`config.mk`:
```
export PLATFORM = sky130hd
export DESIGN_NAME = pwm_prescaled
export DESIGN_NICKNAME = d
export VERILOG_FILES = /design/src/rtl/pwm_pkg.sv /design/src/rtl/pwm_regs.sv /design/src/rtl/pwm_chan_core.sv /design/src/rtl/pwm_prescaled.sv
export SDC_FILE = /design/constraint.sdc
export NUM_CORES = 1
export LEC_CHECK = 0
export BUFFER_PORTS_ARGS = -buffer_cell sky130_fd_sc_hd__buf_4
export CAP_MARGIN = 10
export CELL_PAD_IN_SITES_DETAIL_PLACEMENT = 2
export CELL_PAD_IN_SITES_GLOBAL_PLACEMENT = 2
export CORE_ASPECT_RATIO = 1.4
export CORE_MARGIN = 3
export CORE_UTILIZATION = 44
export DETAILED_ROUTE_END_ITERATION = 8
export PLACE_DENSITY = 0.95
export SYNTH_ARGS = -nofsm -noshare
export SYNTH_HDL_FRONTEND = slang
export SYNTH_SLANG_ARGS = --single-unit
```
`constraint.sdc`:
```
create_clock -name clk -period 8.05 [get_ports clk]
set_input_delay 1.61 -clock clk [delete_from_list [all_inputs] [get_ports clk]]
set_output_delay 1.61 -clock clk [all_outputs]
set_load 0.01 [all_outputs]
```
`src/rtl/pwm_pkg.sv`:
```
package pwm_pkg;
  localparam int PS_W     = 6;
  localparam int CNT_W    = 10;
  localparam int STOP_BIT = PS_W;
  localparam int FULL_BIT = CNT_W;
  localparam int BUS_DW   = FULL_BIT + 1;
  localparam int BUS_AW   = 5;
  localparam int CH_BIT   = BUS_AW - 1;

  localparam logic [CH_BIT-1:0] OFS_CTRL = 4'h0;
  localparam logic [CH_BIT-1:0] OFS_DUTY = 4'h4;
  localparam logic [CH_BIT-1:0] OFS_PER  = 4'h8;

  typedef struct packed {
    logic            stop_cut;
    logic [PS_W-1:0] prescale;
  } ctrl_t;

  typedef struct packed {
    logic             full;
    logic [CNT_W-1:0] dc;
  } duty_t;
endpackage

```
`src/rtl/pwm_regs.sv`:
```
module pwm_regs
  import pwm_pkg::*;
(
  input  logic              clk,
  input  logic              rst_n,
  input  logic              wr_ctrl,
  input  logic              wr_duty,
  input  logic              wr_per,
  input  logic [BUS_DW-1:0] wdata,
  output ctrl_t             ctrl_q,
  output duty_t             duty_q,
  output logic [CNT_W-1:0]  per_q
);
  ctrl_t            ctrl_d;
  duty_t            duty_d;
  logic [CNT_W-1:0] per_d;

  always_comb begin
    ctrl_d.stop_cut = wdata[STOP_BIT];
    ctrl_d.prescale = wdata[PS_W-1:0];
    duty_d.full     = wdata[FULL_BIT];
    duty_d.dc       = wdata[CNT_W-1:0];
    per_d           = wdata[CNT_W-1:0];
  end

  always_ff @(posedge clk or negedge rst_n) begin
    if (!rst_n) begin
      ctrl_q <= '0;
      duty_q <= '0;
      per_q  <= '0;
    end else begin
      if (wr_ctrl) ctrl_q <= ctrl_d;
      if (wr_duty) duty_q <= duty_d;
      if (wr_per)  per_q  <= per_d;
    end
  end
endmodule

```
`src/rtl/pwm_chan_core.sv`:
```
module pwm_chan_core
  import pwm_pkg::*;
(
  input  logic             clk,
  input  logic             rst_n,
  input  logic             en,
  input  ctrl_t            ctrl,
  input  duty_t            duty,
  input  logic [CNT_W-1:0] per,
  output logic             pwm,
  output logic             boundary
);
  logic             run_q, run_d;
  logic [PS_W-1:0]  pcnt_q, pcnt_d, ps_sh_q;
  logic [CNT_W-1:0] cnt_q, cnt_d, pv_sh_q;
  duty_t            duty_sh_q;
  logic             tick, wrap, start, cut, load;

  always_comb begin
    tick  = run_q && (pcnt_q == ps_sh_q);
    wrap  = tick && (cnt_q == pv_sh_q);
    start = !run_q && en;
    cut   = run_q && !en && ctrl.stop_cut;
    load  = start || (wrap && en);

    run_d = run_q;
    if (cut)               run_d = 1'b0;
    else if (start)        run_d = 1'b1;
    else if (wrap && !en)  run_d = 1'b0;

    if (load || cut || !run_q || tick) pcnt_d = '0;
    else                               pcnt_d = pcnt_q + 1'b1;

    if (load || cut || !run_q || wrap) cnt_d = '0;
    else if (tick)                     cnt_d = cnt_q + 1'b1;
    else                               cnt_d = cnt_q;
  end

  always_ff @(posedge clk or negedge rst_n) begin
    if (!rst_n) begin
      run_q     <= 1'b0;
      pcnt_q    <= '0;
      cnt_q     <= '0;
      ps_sh_q   <= '0;
      pv_sh_q   <= '0;
      duty_sh_q <= '0;
    end else begin
      run_q  <= run_d;
      pcnt_q <= pcnt_d;
      cnt_q  <= cnt_d;
      if (load) begin
        ps_sh_q   <= ctrl.prescale;
        pv_sh_q   <= per;
        duty_sh_q <= duty;
      end
    end
  end

  assign pwm      = run_q && (duty_sh_q.full || (cnt_q < duty_sh_q.dc));
  assign boundary = load;
endmodule

```
`src/rtl/pwm_prescaled.sv`:
```
module pwm_prescaled
  import pwm_pkg::*;
#(
  parameter bit DUAL   = 1'b1,
  parameter int NUM_CH = DUAL ? 2 : 1
) (
  input  logic              clk,
  input  logic              rst_n,
  input  logic              bus_wr,
  input  logic              bus_rd,
  input  logic [BUS_AW-1:0] bus_addr,
  input  logic [BUS_DW-1:0] bus_wdata,
  output logic [BUS_DW-1:0] bus_rdata,
  input  logic [NUM_CH-1:0] chan_en,
  output logic [NUM_CH-1:0] pwm_out
);
  logic [1:0]        rst_sync_q;
  logic              rst_sn;
  logic [CH_BIT-1:0] ofs;
  ctrl_t             ctrl_arr [NUM_CH];
  duty_t             duty_arr [NUM_CH];
  logic [CNT_W-1:0]  per_arr  [NUM_CH];
  logic [NUM_CH-1:0] stop_vec;
  logic [NUM_CH-1:0] bnd_vec;

  always_ff @(posedge clk or negedge rst_n) begin
    if (!rst_n) rst_sync_q <= 2'b00;
    else        rst_sync_q <= {rst_sync_q[0], 1'b1};
  end
  assign rst_sn = rst_sync_q[1];
  assign ofs    = bus_addr[CH_BIT-1:0];

  for (genvar i = 0; i < NUM_CH; i++) begin : g_ch
    logic hit;
    assign hit = bus_wr && (bus_addr[CH_BIT] == 1'(i));

    pwm_regs u_regs (
      .clk     (clk),
      .rst_n   (rst_sn),
      .wr_ctrl (hit && (ofs == OFS_CTRL)),
      .wr_duty (hit && (ofs == OFS_DUTY)),
      .wr_per  (hit && (ofs == OFS_PER)),
      .wdata   (bus_wdata),
      .ctrl_q  (ctrl_arr[i]),
      .duty_q  (duty_arr[i]),
      .per_q   (per_arr[i])
    );

    pwm_chan_core u_core (
      .clk      (clk),
      .rst_n    (rst_sn),
      .en       (chan_en[i]),
      .ctrl     (ctrl_arr[i]),
      .duty     (duty_arr[i]),
      .per      (per_arr[i]),
      .pwm      (pwm_out[i]),
      .boundary (bnd_vec[i])
    );

    assign stop_vec[i] = ctrl_arr[i].stop_cut;
  end

  always_comb begin
    bus_rdata = '0;
    if (bus_rd) begin
      for (int i = 0; i < NUM_CH; i++) begin
        if (bus_addr[CH_BIT] == 1'(i)) begin
          case (ofs)
            OFS_CTRL: bus_rdata = BUS_DW'(ctrl_arr[i]);
            OFS_DUTY: bus_rdata = BUS_DW'(duty_arr[i]);
            OFS_PER:  bus_rdata = BUS_DW'(per_arr[i]);
            default:  bus_rdata = '0;
          endcase
        end
      end
    end
  end
endmodule

```
==> metrics.csv, run 1 <==
stage,metric,value,unit
routing,drt_iter0_drc,1007,
sta,min_period,5.49,ns
synthesis,synth-seq-cells,146,
grt,grt_overflow_total,0,
clock_tree,cts-resized-gates,0,
clock_tree,cts_sinks,146,
floorplan,start_util,45.2,%
synthesis,synth_area_leaders,"dfrtp_1 (43%), mux2_2 (7.4%), a222oi_1 (6.4%), nand3_1 (5.7%), nand4_1 (4.9%)",
layout,antennaDiodeCount,0,
floorplan,dieArea,21000,um^2
routing,routed_via_density,7.09,
placement,place_hpwl,21800,um
layout,fin_area,9510,um^2
layout,multi_input_area,4440,um^2
floorplan,io_pins,35,
layout,seq_area,3660,um^2
setup_path,r2r-start,g_ch[0].u_core.cnt_q[8]$_DFFE_PN0P_,
pwr,ir_drop,0.138,mV
clock_tree,cts_root_buf,clkbuf_16,
synthesis,ys_async_sr_fraction,100,%
status,outcome,"finished, final reports clean",
setup_path,cp-startpoint,bus_addr[1],
clock_tree,cts_tree,built,
grt,use_met1,39.5,%
clock_tree,clkSlewWorstSetupHoldPaths,0.07,ns
setup_path,required,6.44,ns
floorplan,die_y,170,um
clock_tree,ctsHoldBuffers,0,
floorplan,core,18800,um^2
floorplan,rows,59,
grt,grt_pass1_wl,56800,um
setup_path,cp_data_arrival_time,3.88,ns
hold_path,hold_start,rst_sync_q[0]$_DFF_PN0_,
setup_path,crit_type,in2out,
placement,dp.cells,1108,
synthesis,synth_nets,924,
job,cap_violations,0,
setup_path,end_kind,output pin,
placement,dp_worst_setup_slack,2.71,ns
synthesis,synthCells,880,
synthesis,netlist_area,8470,um^2
sta,hold_violations,0,
setup_path,cp-start-kind,input pin,
synthesis,synth_most_common_cell,dfrtp_1,
grt,antenna_found_initial,0,
synthesis,yosys.area.top_type,dfrtp_1,
synthesis,avgSynthCellArea,9.63,um^2
synthesis,yosys_warnings,0,
routing,postRouteAntennaNets,0,
grt,grt.busiest_layer,met2,
placement,port_buffers,34,
layout,num-nets-final,927,
synthesis,synth_edf_count,0,
placement,dpl_cell_area,8860,um^2
synthesis,synthTopCellsByCount,"dfrtp_1 (146), nand3_1 (97), nand2_1 (94)",
grt,track_usage,35.9,%
grt,grt_start_max_net_pins,74,
clock_tree,cts_made_buffers,17,
sta,hold_ws,0.366,ns
grt,met3_usage,5.65,%
sta,max_freq,182,MHz
clock_tree,cts_max_path_buffers,2,
synthesis,ys.flop_type,dfrtp_1,
sta,skew,0.0107,ns
routing,wire_per_inst,32.1,um
clock_tree,htreeDepth,4,
sta,fin_crit_sh,68.2,%
layout,syn_to_final_growth,12.2,%
sta,tns,0,ns
layout,drive_gt1_share,17.0,%
layout,finalNonFillerCells,1140,
clock_tree,clk_latency,0.44,ns
synthesis,yosys.area.top_type_share,43.1,%
pwr,power_density,229,nW/um^2
pwr,p_leak,0.00414,uW
setup_path,critPathMaxFanout,16,
routing,routed-via-count,8079,
synthesis,ys_seq_area_share,43.1,%
clock_tree,post_cts_buffers,0,
sta,setup_violations,0,
synthesis,ys_types,45,
routing,drt-pass1-iter-count,6,
sta,slew_violations,0,
placement,globalplace.congestion,0.845,
sta,worst_slack,2.56,ns
routing,wl,36600,um
sta,tightest_slew,1.18,ns
grt,gr-usage-met2,63.6,%
sta,slew_headroom,20.7,%
grt,grt_pass1_vias,9099,
sta,rsz0062_at_grt,false,
floorplan,die_x,123,um
routing,drc,0,
layout,nFillCells,1933,
hold_path,hp-class,reg2reg,
## worst paths after layout
kind | endpoint | slack (ns) | cells after the start
max | bus_rdata[1] | 2.56 | 6
min | rst_sync_q[1]$_DFF_PN0_ | 0.37 | 0
max reg2reg | g_ch[0].u_core.cnt_q[5]$_DFFE_PN0P_ | 5.08 | 6
min reg2reg | rst_sync_q[1]$_DFF_PN0_ | 0.37 | 0
max in group asynchronous | g_ch[0].u_core.ps_sh_q[0]$_DFFE_PN0P_ | 5.98 | 1
min in group asynchronous | g_ch[1].u_core.pcnt_q[3]$_DFF_PN0_ | 0.47 | 0
## per-layer routing
layer  part of all wire (%)  wire, um  vias to the layer above
met4                    6.7      2460                        0
met1                     35     12800                     4160
met2                     52     19100                      434
met3                    6.0      2210                      158
li1                       -         -                     3327
met5                      0         0                        -
## sequential cells by signal (all words and copies together), names as in the netlist
name,count
g_ch.u_core.pcnt_q,12
g_ch.u_core.run_q,2
g_ch.u_core.cnt_q,20
g_ch.u_core.ps_sh_q,12
g_ch.u_core.pv_sh_q,20
g_ch.u_regs.per_q,20
g_ch.u_regs.duty_q,22
rst_sync_q,2
g_ch.u_core.duty_sh_q,22
g_ch.u_regs.ctrl_q,14
## report_power, final
group / internal (uW) / total [uW] / switching (uW)
clock network: 532 / 889 / 357
registers: 816 / 962 / 147
logic: 140 / 329 / 189
## cell usage in the layout, fill, tap and decap left out, drive strengths merged, types with 6 or more instances in the layout
master and n:
a222oi 54, nand2 95, o21ai 15, inv 25
nor2 24, xnor2 16, ha 22, mux2 56
nand4 67, clkbuf 18, and2 54, a21oi 23
a31oi 7, dfrtp 146, nor3 18, nand3 97
xor2 24, and3 14, buf 51, a221o 7
nand4b 6, a221oi 10
## kinds of logic after synthesis
family                   synth area share (%)
AND/OR/NAND/NOR                          24.7
other                                  0.0443
multiplexers                             7.44
flip-flops                               43.1
adder cells (fa/ha/maj)                  3.25
AO/OA/AOI/OAI                            12.5
buffers and inverters                    4.80
XOR/XNOR                                 4.13
## cell type report
class                           instances  area share (%)
Multi-Input combinational cell        645            46.7
Inverter                               22           0.869
Clock inverter                         14            2.13
Tap cell                              244            3.21
Sequential cell                       146            38.5
Clock buffer                           18            4.62
Timing Repair Buffer                   51            4.03
## critical path: stages
cell,delay [ns]
buf_4,0.12
or2_2,0.34
nor3_2,0.90
a221oi_1,0.22
nor3_1,0.46
buf_4,0.21
## metrics by stage
stage,total power (uW),util (%)
after floorplan,1110,-
after CTS,2180,50.7
after global routing,2250,50.7
after global placement,1210,47.3
final,2180,50.7
after detailed placement,1260,47.3
No activity file was read; power rests on OpenSTA's default activity.
==> run 2, diff against run 1 <==
- CORE_UTILIZATION: 44 -> 36
- PLACE_DENSITY: 0.95 -> 0.85
- clock period: 8.05 -> 4.99 ns (I/O delays scaled with it)
==> run 2 against run 1 <==
  * Sequential power increased by 58%
  * Sequential cell count unchanged
  * Die area increased by 21%
  * Register-to-register slack got worse by 2.9 ns
  * Clock power increased by 46%
  * Core utilization decreased by 8.9 points
  * Combinational power increased by 49%
  * Cell count increased by 5.4%
  * Power increased by 52%
  * First-iteration DRC count decreased by 38%
  * Count of clock-buffer cells in the layout increased by 2
  * Critical path type unchanged
==> metrics.csv, run 2 (synthesis results as in run 1) <==
stage,metric,value,unit,change
status,outcome,"finished, final reports clean",,
layout,utilization,41.8,%,-8.9 points
pwr,combPwrFrac,14.8,%,-0.3 points
setup_path,crit_type,in2out,,
setup_path,critPathMaxFanout,16,,unchanged
routing,wl,30400,um,-17%
setup_path,crit_buf_inv,2,,unchanged
floorplan,io_pins,35,,unchanged
pwr,power_density,346,nW/um^2,+51%
grt,grt_pass1_wl,49100,um,-14%
pwr,ir_drop,0.252,mV,+82%
clock_tree,ctsHoldBuffers,0,,unchanged
sta,skew,0.0127,ns,+0.00199 ns
pwr,total_power,3300,uW,+52%
sta,fin_crit_sh,81.4,%,
sta,hold_violations,0,,unchanged
job,cap_violations,0,,unchanged
layout,syn_to_final_growth,12.8,%,
setup_path,path_common_cell,buf_4,,
floorplan,start_util,37.1,%,-8.1 points
placement,globalplace.congestion,0.859,,+1.6%
floorplan,core,22900,um^2,+22%
sta,tns,0,ns,unchanged
setup_path,path_delay_family,simple AND/OR/NAND/NOR gates,,
layout,final_cell_mix,"dfrtp_1 (145), nand3_1 (97), nand2_1 (94)",,
hold_path,hp-class,in2async,,
pwr,switching_power,1010,uW,+46%
clock_tree,cts-resized-gates,0,,unchanged
setup_path,cp_data_arrival_time,3.06,ns,-0.82 ns
setup_path,end_kind,output pin,,
placement,dp.cells,1169,,+5.5%
routing,drc,0,,unchanged
sta,setup_violations,0,,unchanged
routing,routed_via_density,6.31,,-11%
pwr,p_clk_share,39.3,%,-1.5 points
pwr,p_leak,0.00413,uW,-0.15%
floorplan,die_x,136,um,+10%
sta,slew_headroom,28.5,%,+7.8 points
placement,port_buffers,34,,unchanged
grt,grt_pass1_vias,8484,,-6.8%
clock_tree,cts_made_buffers,17,,unchanged
layout,final_common_cell,dfrtp_1,,
placement,place_hpwl,19900,um,-8.7%
setup_path,cp-start-kind,input pin,,
grt,grt_overflow_total,0,,unchanged
clock_tree,clkSlewWorstSetupHoldPaths,0.06,ns,about the same
sta,hold_ws,0.316,ns,-0.0506 ns
sta,rsz0062_at_grt,false,,
sta,min_period,4.06,ns,
sta,slew_violations,0,,unchanged
clock_tree,cts_root_buf,clkbuf_16,,
grt,track_usage,24.7,%,-11 points
clock_tree,htreeDepth,4,,unchanged
clock_tree,cts_max_path_buffers,2,,unchanged
routing,wire_per_inst,25.3,um,-21%
layout,finalNonFillerCells,1201,,+5.4%
layout,reg_top3,"g_ch.u_core.duty_sh_q x22, g_ch.u_regs.duty_q x22",,
layout,num-nets-final,931,,+0.43%
floorplan,die_y,188,um,+10%
sta,tightest_slew,1.07,ns,-0.115 ns
clock_tree,clk_latency,0.45,ns,about the same
clock_tree,cts_tree,built,,
pwr,p_seq_share,45.9,%,+1.8 points
grt,grt_start_max_net_pins,102,,+38%
setup_path,slowest_delay,0.92,ns,+0.02 ns
routing,postRouteAntennaNets,0,,unchanged
sta,max_freq,246,MHz,
clock_tree,post_cts_buffers,0,,unchanged
routing,routed-via-count,7584,,-6.1%
pwr,power.internal,2290,uW,+54%
routing,drt-pass1-iter-count,7,,+1
setup_path,required,3.99,ns,-2.45 ns
floorplan,rows,65,,+10%
setup_path,crit_slowest_cell,nor4b_4,,
pwr,netSwitchingFraction,30.6,%,-1.2 points
layout,antennaDiodeCount,0,,unchanged
grt,antenna_found_initial,0,,unchanged
routing,drt_iter0_drc,628,,-38%
floorplan,dieArea,25400,um^2,+21%
setup_path,critical_path.cell_chain,buf_4 -> nor4b_4 -> a221o_1 -> a21oi_1 -> nor3_1 -> buf_4,,
layout,drive_gt1_share,17.1,%,+0.15 points
clock_tree,cts_sinks,146,,unchanged
-- run 2: cell count changes in the layout (fill, tap and decap cells not counted), sizes merged --
cell	delta
buf	+4
bufinv	-2
clkbuf	+2
inv	-2
clkinv	+1
clkinvlp	+1
-- run 2: metal layers --
metal  track usage, %  up-vias  part of all wire, %
met2             44.4      211                   54
li1                 -     3321                    -
met1             28.0     3979                   38
met5                0        -                    0
met4             10.9        0                  4.5
met3             4.67       73                  3.5
-- run 2: layout make-up --
type	count	area, um^2
Clock buffer	20	447
Sequential cell	146	3660
Multi-Input combinational cell	645	4430
Clock inverter	12	134
Inverter	22	82.6
Fill cell	2434	13300
Tap cell	301	377
Timing Repair Buffer	55	425
-- run 2: power groups by stage --
stage	Combinational, uW	Clock, uW	Sequential (uW)
6_report	489	1300	1520
5_1_grt	549	1370	1540
4_1_cts	493	1320	1510
3_5_place_dp	477	0	1530
3_3_place_gp	444	0	1520
2_1_floorplan	338	0	1460
-- run 2: worst paths after layout --
check                      cells after the start                           startpoint                                       to  slack, ns
max in group asynchronous                      1              rst_sync_q[1]$_DFF_PN0_  g_ch[0].u_core.duty_sh_q[2]$_DFFE_PN0P_       3.61
max                                            6                          bus_addr[1]                             bus_rdata[0]       0.93
min                                            1                                rst_n                  rst_sync_q[1]$_DFF_PN0_       0.32
min in group clk                               0              rst_sync_q[0]$_DFF_PN0_                  rst_sync_q[1]$_DFF_PN0_       0.36
min reg2reg                                    0              rst_sync_q[1]$_DFF_PN0_  g_ch[1].u_core.duty_sh_q[8]$_DFFE_PN0P_       0.36
max reg2reg                                    6  g_ch[0].u_core.cnt_q[3]$_DFFE_PN0P_      g_ch[0].u_core.cnt_q[9]$_DFFE_PN0P_       2.15
-- run 2: worst reg2reg max path, cell delays in order, from the launching register on --
cell	delay, ns
dfrtp_1	0.47
xor2_1	0.21
nor4_2	0.49
nand3_1	0.79
buf_4	0.52
nand4_1	0.14
o211ai_1	0.09
-- run 2: stage by stage --
| step | cell area [um^2] | worst slack [ns] |
|---|---|---|
| after floorplan | 8470 | 0.621 |
| after global placement | 8970 | 1.17 |
| after detailed placement | 8970 | 1.07 |
| after CTS | 9550 | 1.03 |
| after global routing | 9550 | 0.885 |
| final | 9550 | 0.931 |
==> run 3, diff against run 2 <==
- clock period: 4.99 -> 3.4 ns (I/O delays scaled with it)
==> run 3 against run 2 <==
  * Sequential share of layout area shrank 0.48 points
  * Register-to-register slack lost 1.3 ns
  * Combinational power grew 52%
  * Final area grew 1.3%
  * Worst setup slack lost 0.79 ns
  * Clock power grew 62%
  * Largest cell class unchanged
==> metrics.csv, run 3 (synthesis results as in run 1) <==
stage,metric,value,unit,change
clock_tree,post_cts_buffers,0,,unchanged
clock_tree,clkSlewWorstSetupHoldPaths,0.07,ns,about the same
layout,syn_to_final_growth,14.2,%,
routing,wire_per_inst,27.3,um,+8.0%
routing,wl_met3,1400,um,+33%
sta,slew_headroom,38.7,%,+10 points
floorplan,start_util,37.1,%,unchanged
setup_path,cp_data_arrival_time,2.58,ns,-0.48 ns
setup_path,cp-start-kind,flip-flop,,
layout,drive_gt1_share,17.7,%,+0.59 points
placement,place_hpwl,21300,um,+7.3%
setup_path,critical_path.cell_chain,inv_1 -> ha_1 -> a211oi_1 -> nand2_1 -> a2111oi_0 -> o21ai_0 -> o211ai_1 -> buf_4,,
clock_tree,cts_sinks,146,,unchanged
setup_path,crit_type,reg2out,,
clock_tree,cts_made_buffers,17,,unchanged
sta,tns,0,ns,unchanged
setup_path,crit_slowest_cell,a2111oi_0,,
clock_tree,cts_tree,built,,
layout,num-nets-final,936,,+0.54%
sta,tightest_slew,0.920,ns,-0.148 ns
setup_path,critPathMaxFanout,3,,-13
floorplan,io_pins,35,,unchanged
grt,grt_start_max_net_pins,80,,-22%
job,cap_violations,0,,unchanged
sta,max_freq,307,MHz,
hold_path,hp-class,reg2async,,
routing,postRouteAntennaNets,0,,unchanged
layout,nFillCells,2401,,-1.4%
clock_tree,cts_root_buf,clkbuf_16,,
grt,grt_pass1_wl,52400,um,+6.6%
clock_tree,cts_max_path_buffers,2,,unchanged
routing,drt_iter0_drc,669,,+6.5%
grt,grt_pass1_vias,8751,,+3.1%
routing,routed_via_density,6.52,,+3.2%
sta,fin_crit_sh,95.9,%,
setup_path,slowest_delay,0.42,ns,-0.50 ns
placement,globalplace.congestion,0.839,,-2.4%
sta,slew_violations,0,,unchanged
setup_path,required,2.72,ns,-1.27 ns
setup_path,r2r_setup_slack,0.81,ns,-1.34 ns
routing,drt-met1-wl,12200,um,+7.4%
sta,skew,0.0104,ns,-0.00227 ns
grt,antenna_found_initial,0,,unchanged
routing,wl,32900,um,+8.3%
pwr,power_density,528,nW/um^2,+53%
floorplan,die_x,136,um,unchanged
pwr,ir_drop,0.378,mV,+50%
routing,drt-pass1-iter-count,7,,unchanged
status,outcome,"finished, final reports clean",,
grt,track_usage,26.5,%,+1.8 points
sta,hold_violations,0,,unchanged
sta,hold_ws,0.276,ns,-0.0401 ns
layout,final_cell_mix,"dfrtp_1 (145), nand3_1 (97), nand2_1 (94)",,
floorplan,rows,65,,unchanged
pwr,p_leak,0.00421,uW,+1.7%
placement,port_buffers,34,,unchanged
sta,setup_violations,0,,unchanged
floorplan,core,22900,um^2,unchanged
clock_tree,clk_latency,0.44,ns,about the same
routing,met2_length,17700,um,+7.2%
layout,final_common_cell,dfrtp_1,,
clock_tree,htreeDepth,4,,unchanged
sta,min_period,3.26,ns,
layout,antennaDiodeCount,0,,unchanged
routing,routed-via-count,7855,,+3.6%
layout,reg_top3,"g_ch.u_core.duty_sh_q x22, g_ch.u_regs.duty_q x22",,
grt,grt_overflow_total,0,,unchanged
setup_path,end_kind,output pin,,
sta,rsz0062_at_grt,false,,
floorplan,dieArea,25400,um^2,unchanged
routing,topRoutingLayerUsed,met4,,
routing,drc,0,,unchanged
floorplan,die_y,188,um,unchanged
-- run 3: worst max-delay path: cells and delay by family (launching register included) --
| kind | cells | cell delay, ns |
|---|---|---|
| compound gates | 4 | 1.07 |
| fa+ha+maj | 1 | 0.31 |
| simple gates | 1 | 0.13 |
| flops | 1 | 0.38 |
| buf+inv | 2 | 0.24 |
-- run 3: power by group --
group	switching [uW]	internal, uW
logic	410	334
registers	318	1930
clock network	813	1300
-- run 3: worst paths after layout --
path / cells past startpoint / end / start
max: 8 / pwm_out[1] / g_ch[1].u_core.duty_sh_q[9]$_DFFE_PN0P_
min: 0 / g_ch[0].u_regs.duty_q[10]$_DFFE_PN0P_ / rst_sync_q[1]$_DFF_PN0_
max reg2reg: 6 / g_ch[1].u_core.run_q$_DFFE_PN0P_ / g_ch[1].u_core.cnt_q[6]$_DFFE_PN0P_
min reg2reg: 0 / g_ch[0].u_regs.duty_q[10]$_DFFE_PN0P_ / rst_sync_q[1]$_DFF_PN0_
max in group asynchronous: 1 / g_ch[0].u_core.pv_sh_q[9]$_DFFE_PN0P_ / rst_sync_q[1]$_DFF_PN0_
min in group clk: 0 / rst_sync_q[1]$_DFF_PN0_ / rst_sync_q[0]$_DFF_PN0_
-- run 3: stage by stage --
step	cell area, um^2	worst slack [ns]	total power (uW)	util, %	instances
floorplan	8470	0.695	2630	-	880
detailed placement	9030	0.307	2970	39.5	1173
global route	9670	0.0345	5300	42.3	1205
global placement	9030	0.379	2900	39.5	1173
finish	9670	0.139	5100	42.3	1205
CTS	9670	0.0818	5130	42.3	1205
-- run 3: what timing repair did --
action	CTS	global route
hold endpoints to repair	2	0
gates resized for setup	0	1
endpoints found under the setup margin	0	1
hold buffers	1	0
-- run 3: layout make-up --
class	instances	area [um^2]	share of cell area, %
Multi-Input combinational cell	645	4430	45.8
Sequential cell	146	3660	37.8
Timing Repair Buffer	60	490	5.07
Clock buffer	17	425	4.40
Tap cell	301	377	3.89
Clock inverter	14	211	2.19
Inverter	22	82.6	0.854
-- run 3: metal layers --
layer	track usage, %	vias to the layer above
met5	0	-
met4	13.4	0
met3	4.05	91
met2	47.1	286
met1	30.3	4138
li1	-	3340
